`src/rtl/gp_timer.sv`:
```
module gp_timer #(
  parameter int CW = 16,
  parameter int PW = 8
) (
  input  logic          clk,
  input  logic          rst_n,
  input  logic          wr_en,
  input  logic [1:0]    wr_addr,
  input  logic [CW-1:0] wr_data,
  input  logic [1:0]    rd_addr,
  output logic [CW-1:0] rd_data,
  input  logic          ext_clk,
  input  logic          evt_in,
  output logic          tmr_out,
  output logic          irq
);
  localparam int CTW = 10;

  logic [CTW-1:0] ctrl_q;
  logic [PW-1:0]  psc_q, pre_q;
  logic [CW-1:0]  ref_q, cnt_q, cap_q, cnt_nxt;
  logic [1:0]     sts_q, sts_clr;
  logic [2:0]     ck_s, ev_s;
  logic           en, ext_sel, evt_mode, restart;
  logic [1:0]     omode, edge_sel;
  logic           ck_rise, ev_rise, ev_fall, ev_hit;
  logic           src_tick, pre_wrap, inc, ref_hit, cap_hit;

  assign en       = ctrl_q[0];
  assign ext_sel  = ctrl_q[1];
  assign evt_mode = ctrl_q[2];
  assign restart  = ctrl_q[3];
  assign omode    = ctrl_q[5:4];
  assign edge_sel = ctrl_q[7:6];

  assign ck_rise = ck_s[1] & ~ck_s[2];
  assign ev_rise = ev_s[1] & ~ev_s[2];
  assign ev_fall = ~ev_s[1] & ev_s[2];
  assign ev_hit  = (edge_sel[0] & ev_rise) | (edge_sel[1] & ev_fall);

  assign src_tick = ext_sel ? ck_rise : 1'b1;
  assign pre_wrap = (pre_q == psc_q);
  assign inc      = en & (evt_mode ? ev_hit : (src_tick & pre_wrap));
  assign cnt_nxt  = (restart && cnt_q == ref_q) ? '0 : cnt_q + 1'b1;
  assign ref_hit  = inc & (cnt_nxt == ref_q);
  assign cap_hit  = en & ev_hit;
  assign sts_clr  = (wr_en && wr_addr == 2'd3) ? wr_data[1:0] : 2'b00;

  assign irq = (sts_q[0] & ctrl_q[8]) | (sts_q[1] & ctrl_q[9]);

  always_comb begin
    case (rd_addr)
      2'd0:    rd_data = cnt_q;
      2'd1:    rd_data = cap_q;
      2'd2:    rd_data = CW'(sts_q);
      default: rd_data = CW'(ctrl_q);
    endcase
  end

  always_ff @(posedge clk or negedge rst_n) begin
    if (!rst_n) begin
      ck_s <= '0;
      ev_s <= '0;
    end else begin
      ck_s <= {ck_s[1:0], ext_clk};
      ev_s <= {ev_s[1:0], evt_in};
    end
  end

  always_ff @(posedge clk or negedge rst_n) begin
    if (!rst_n) begin
      ctrl_q <= '0;
      psc_q  <= '0;
      ref_q  <= '1;
    end else if (wr_en) begin
      case (wr_addr)
        2'd0:    ctrl_q <= wr_data[CTW-1:0];
        2'd1:    psc_q  <= wr_data[PW-1:0];
        2'd2:    ref_q  <= wr_data;
        default: ;
      endcase
    end
  end

  always_ff @(posedge clk or negedge rst_n) begin
    if (!rst_n) begin
      pre_q <= '0;
    end else if (en && src_tick) begin
      pre_q <= pre_wrap ? '0 : pre_q + 1'b1;
    end
  end

  always_ff @(posedge clk or negedge rst_n) begin
    if (!rst_n) cnt_q <= '0;
    else if (inc) cnt_q <= cnt_nxt;
  end

  always_ff @(posedge clk or negedge rst_n) begin
    if (!rst_n) cap_q <= '0;
    else if (cap_hit) cap_q <= cnt_q;
  end

  always_ff @(posedge clk or negedge rst_n) begin
    if (!rst_n) sts_q <= '0;
    else sts_q <= (sts_q & ~sts_clr) | {ref_hit, cap_hit};
  end

  always_ff @(posedge clk or negedge rst_n) begin
    if (!rst_n) begin
      tmr_out <= 1'b0;
    end else if (ref_hit) begin
      if (omode == 2'd1)      tmr_out <= 1'b1;
      else if (omode == 2'd2) tmr_out <= ~tmr_out;
    end else if (inc && omode == 2'd1) begin
      tmr_out <= 1'b0;
    end
  end
endmodule


```
`config.mk`:
```
export PLATFORM = sky130hd
export DESIGN_NAME = gp_timer
export DESIGN_NICKNAME = d
export VERILOG_FILES = /design/src/rtl/gp_timer.sv
export SDC_FILE = /design/constraint.sdc
export NUM_CORES = 1
export LEC_CHECK = 0
export BUFFER_PORTS_ARGS = -buffer_cell sky130_fd_sc_hd__buf_2
export CAP_MARGIN = 0
export CORE_ASPECT_RATIO = 0.9
export CORE_UTILIZATION = 35
export DETAILED_ROUTE_END_ITERATION = 7
export GPL_TIMING_DRIVEN = 0
export PLACE_DENSITY = 0.52
export SYNTH_ARGS = -nofsm -noshare
export SYNTH_HDL_FRONTEND = slang
export SYNTH_SLANG_ARGS = --single-unit
```
`constraint.sdc`:
```
create_clock -name clk -period 4.3 [get_ports clk]
set_clock_uncertainty 0.1 [all_clocks]
set_input_delay 0.215 -clock clk [delete_from_list [all_inputs] [get_ports clk]]
set_output_delay 0.215 -clock clk [all_outputs]
set_load 0.005 [all_outputs]
```
; Word level (Yosys, flattened, before mapping)
; Index checks and enable logic that the tools add are counted.
; W data, S select, Z words.
[totals]
output_inout_bits = 18
word_cells = 64
ff_bits = 83
in_bits = 25
[classes]
n_reduce_logical = 11
addsub = 2
n_eq_ne = 11
n_bitwise = 20
n_mux = 10
[op_table]
columns = operator, count
row1 = $pmux W16 S3, 1
row2 = $eq A16 B16 Y1, 2
row3 = $add A16 B1 Y16 const B, 1
row4 = $mux W16, 1
row5 = $and A1 B1 Y1, 11
row6 = $add A8 B1 Y8 const B, 1
row7 = $eq A2 B2 Y1 const B, 4
row8 = $eq A8 B8 Y1, 1
row9 = $mux W8, 1
row10 = $reduce_and A2 Y1, 4
row11 = $eq A2 B1 Y1 const B, 3
row12 = $mux W1, 6
row13 = $logic_and A1 B1 Y1, 4
row14 = $logic_not A2 Y1, 2
row15 = $not A1 Y1, 4
row16 = $ne A3 B1 Y1 const B, 1
row17 = $and A2 B2 Y2, 1
row18 = $mux W2, 1
row19 = $not A2 Y2, 1
row20 = $or A1 B1 Y1, 2
row21 = $or A2 B2 Y2, 1
row22 = $reduce_bool A2 Y1, 1

; Longest topological paths before layout
[logic_depth]
depth_word = 9
mapped_depth = 10
ltp_nobuf = 9

; Least setup slack after synthesis
; OpenSTA, ideal clock, no wires.
[synth_path]
path_type = register to register
startpoint = reg cnt_q[0]
endpoint = reg tmr_out
setup_ns = 0.119
path_buffers = 0
t_arrival_ns = 2.640
stages_incl_launch_ff = 10
setup_slack_ns = 1.441
synth_period_minus_slack_ns = 2.859
required_ns = 4.081
path_cell_list = dfrtp_1 -> ha_1 -> nand4_2 -> or4_4 -> xor2_1 -> mux2_4 -> o32ai_1 -> nand4_1 -> o41ai_1 -> o21ba_1
[synth_between]
elab_chain_len = 7
elab_cells_between_ends = 10
classes_between = add/sub (1) / eq/ne (3) / mux (2) / bitwise (1) / reduce/logical (3)
[synth_lines]
columns = element, line
row1 = "start, declared", 21  ; logic [CW-1:0] ref_q, cnt_q, cap_q, cnt_nxt;
row2 = "start signal, assigned", 95  ; else if (inc) cnt_q <= cnt_nxt;
row3 = "parallel branches: the longest is 2 deep, another holds $add A16 B1 Y16", -
row4 = $mux W16 *, 44  ; assign cnt_nxt = (restart && cnt_q == ref_q) ? '0 : cnt_q + 1'b1;
row5 = $eq A16 B16 Y1 *, 45  ; assign ref_hit = inc & (cnt_nxt == ref_q);
row6 = $and A1 B1 Y1 *, 45
row7 = $ne A3 B1 Y1 (no line) / $reduce_bool A2 Y1 (equally long branches), -
row8 = $reduce_and A2 Y1 (no line), -
row9 = "end signal, assigned", 113  ; else if (omode == 2'd2) tmr_out <= ~tmr_out;
row10 = "end, declared", 14  ; output logic tmr_out,
; Mark *: on every way between the ends.
; A chain may end at the register's enable or synchronous reset.

; Final worst setup path
; Same ends and word-level chain as after synthesis.

==> flow_summary_export.csv <==
group,metric,value,unit
cells_and_area,final_layout_size_suffix_gt1_share,28.80,%
synthesis,synth_cells,442,
worst_setup_path,critical_path.slowest_cell,"or4_4",
sta,setup_viol_count_final,0,
worst_setup_path,start_kind,"flip-flop",
worst_setup_path,worstPathMaxFanout,7,
cells_and_area,syn2layout_area_growth,16.85,%
hold_path,hold_class,"in -> reg",
place,portBuffers,40,
hold_path,min_path_cells,2,
worst_setup_path,cp.required,4440,ps
global_route,busiest_layer,"met1",
sta,min_period,3366,ps
global_route,antenna_found_initial,0,
hold_path,worstHoldStart,"wr_data[15]",
sta,fmax,297.1,MHz
floorplan,ios,43,
clock_tree,cts_setup_buffers,0,
synthesis,synth.avg_cell_area,10.70,sq um
clock_tree,cts_root_buf,"clkbuf_16",
cells_and_area,n_antenna_cell,0,
sta,tightest_slew,849.6,ps
global_route,overflow,0,
worst_setup_path,r2r_end,"tmr_out",
worst_setup_path,crit_arrival,3510,ps
cells_and_area,final_area,5528,sq um
worst_setup_path,crit_path_end_kind,"flip-flop",
sta,drv_slew,0,
place,place_ws,951.1,ps
detailed_routing,detail_route.vias_per_cell,5.282,
floorplan,initial_core_util,36.58,%
synthesis,synth_edf_count,0,
pwr,ir_drop,278.0,uV
detailed_routing,vias,3544,
clock_tree,cts_resized,0,
place,place.gp.congestion,0.8580,
clock_tree,cts_buffers,9,
clock_tree,clk_pin_slew,60,ps
detailed_routing,wirelength,11790,um
worst_setup_path,cpLargestDelayFamily,"simple AND/OR/NAND/NOR gates",
worst_setup_path,cpPeakStageDelay,590,ps
detailed_routing,detail_route.wl_per_cell,17.57,um
synthesis,synth_async_sr_flop_share,100.0,%
outcome,status,"completed",
sta,hold_ws,9.726,ps
sta,hold_violations,0,
clock_tree,clock_sinks,83,
global_route,grt_pass1_wl,19340,um
synthesis,ys_seq_area_share,44.33,%
sta,slew_headroom,42.84,%
global_route,track_usage,18.05,%
clock_tree,clockBufferDepth,2,
worst_setup_path,crit_type,"reg -> reg",
synthesis,syn_nets,469,
floorplan,die_area,13990,sq um
pwr,powerDensity,423.3,nW/um^2
hold_path,hold_end,"ref_q[15]",
detailed_routing,antenna_left,0,
clock_tree,clk_latency,350,ps
sta,fin_tns_setup,0,ps
global_route,grt_start_max_net_pins,47,
synthesis,synth-main-ff-cell,"dfrtp_1",
global_route,grt_pass1_vias,3472,
place,dp_cells,647,
synthesis,ys_seq_elements,83,
global_route,met3_usage,4.051,%
floorplan,die_w,124.6,um
clock_tree,cts_tree,"built",
pwr,p_leak,2.406,nW
worst_setup_path,reg2reg_from,"cnt_q[0]",
floorplan,die_h,112.3,um
clock_tree,postCtsHoldBufs,8,
worst_setup_path,crit_chain,"ha_1 > nand4_2 > or4_4 > xor2_1 > mux2_4 > o32ai_1 > nand4_1 > o41ai_1 > o21ba_1",
sta,period_share,78.29,%
cells_and_area,num-nets-final,529,
worst_setup_path,reg2reg_setup_slack,930,ps
floorplan,core,12930,sq um
global_route,grtUsageMet2,25.23,%
detailed_routing,dr.first_iter.drc_count,179,
floorplan,rows,39,
worst_setup_path,ff2ff_path_depth,9,
place,placed_area,5166,sq um
synthesis,synth.distinct_cells,59,
sta,rsz0062_at_grt,"no",
worst_setup_path,critical_path_buf_inv_count,0,
detailed_routing,drcViolationCount,0,
synthesis,yosysWarnings,0,
detailed_routing,first_pass_iters,4,
flow_run,drv_cap,0,
cells_and_area,instances_no_fill,671,
global_route,gr-usage-met1,26.87,%
sta,fin_ws,933.7,ps
place,hpwl,8755,um
synthesis,synthesis.area,4731,sq um
clock_tree,htree_levels,3,
-- how the worst max path moves through the flow --
stage / from / to / slack [ps] / depth (start not counted)
floorplan: cnt_q[0] / tmr_out / 1440 / 9
global placement: cnt_q[0] / tmr_out / 1020 / 9
detailed placement: cnt_q[0] / tmr_out / 950 / 9
CTS: cnt_q[0] / tmr_out / 940 / 9
global route: cnt_q[0] / tmr_out / 650 / 9
finish: cnt_q[0] / tmr_out / 930 / 9
-- cells by family after synthesis --
group / count (synthesis) / share of synthesized area [%]
simple gates: 133 / 15.92
compound gates: 81 / 10.90
fa+ha+maj: 2 / 0.5289
flops: 83 / 44.33
buf+inv: 34 / 3.385
mux: 64 / 15.42
xor+xnor: 45 / 9.521
-- power breakdown --
group	leakage, nW	switching, mW	internal, mW
clock network	0.135	0.310	0.421
registers	1.03	0.155	0.921
logic	1.24	0.255	0.278
total	2.41	0.720	1.62
-- layout by cell type, fill, tap and decap left out, types with 3 or more instances in the layout --
master | Yosys | final
and2_1 | 3 | 3
buf_2 | 5 | 44
a22o_1 | 4 | 4
dfstp_2 | 16 | 16
clkbuf_1 | 13 | 14
inv_1 | 6 | 6
dlygate4sd3_1 | 0 | 8
nand4_1 | 8 | 8
and3_1 | 4 | 4
xnor3_1 | 3 | 3
o32ai_1 | 4 | 4
clkbuf_16 | 0 | 9
mux2_2 | 47 | 47
nand3_1 | 10 | 10
o31ai_1 | 6 | 6
buf_4 | 7 | 8
xor2_1 | 11 | 11
mux2i_1 | 14 | 14
nand3b_1 | 5 | 5
nand2b_1 | 3 | 3
nor2b_1 | 4 | 4
xnor2_1 | 30 | 30
dfrtp_1 | 67 | 67
nor2_1 | 19 | 19
nor3_1 | 9 | 9
nand2_1 | 46 | 46
nor4_1 | 3 | 3
a21oi_1 | 5 | 5
o21ai_0 | 43 | 43
-- metrics by stage --
| stage | total power, mW | util [%] |
|---|---|---|
| after floorplan | 1.432 | - |
| after global placement | 1.599 | 39.72 |
| after detailed placement | 1.617 | 39.95 |
| after CTS | 2.367 | 42.75 |
| after global routing | 2.476 | 42.75 |
| final | 2.340 | 42.75 |
-- sequential cells by signal (all words and copies together) (netlist names) --
register / count
ck_s: 3
cap_q: 16
pre_q: 8
psc_q: 8
ev_s: 3
tmr_out: 1
ctrl_q: 10
cnt_q: 16
sts_q: 2
ref_q: 16
-- layer usage --
metal | routed length [um] | vias to the layer above
met5 | 0 | -
met2 | 4847 | 86
met4 | 173 | 0
li1 | - | 1705
met3 | 756 | 10
met1 | 6009 | 1743
-- cell usage after synthesis, types with 3 or more instances --
library cell  instances  area, sq um
a21oi_1               5        25.02
buf_4                 7        52.55
nand4_1               8        50.05
nor4_1                3        18.77
clkbuf_1             13        48.80
nor2b_1               4        25.02
a22o_1                4        35.03
inv_1                 6        22.52
nand2b_1              3        18.77
buf_2                 5        25.02
nand2_1              46        172.7
dfstp_2              16        420.4
o32ai_1               4        35.03
mux2i_1              14        140.1
xnor2_1              30        262.8
nand3_1              10        50.05
dfrtp_1              67         1677
xnor3_1               3        67.56
mux2_2               47        529.3
and2_1                3        18.77
nor3_1                9        45.04
nand3b_1              5        37.54
o31ai_1               6        45.04
and3_1                4        25.02
xor2_1               11        96.34
nor2_1               19        71.32
o21ai_0              43        215.2
-- cell type report --
type	count	area, sq um
sequential	83	2097
fill	1291	7403
tap	164	205.2
multi-input combinational	325	2474
clock buffer	12	256.5
clock inverter	4	25.02
timing repair buffer	49	310.3
inverter	7	26.28
buffer	27	133.9
No activity file was read; power rests on OpenSTA's default activity.
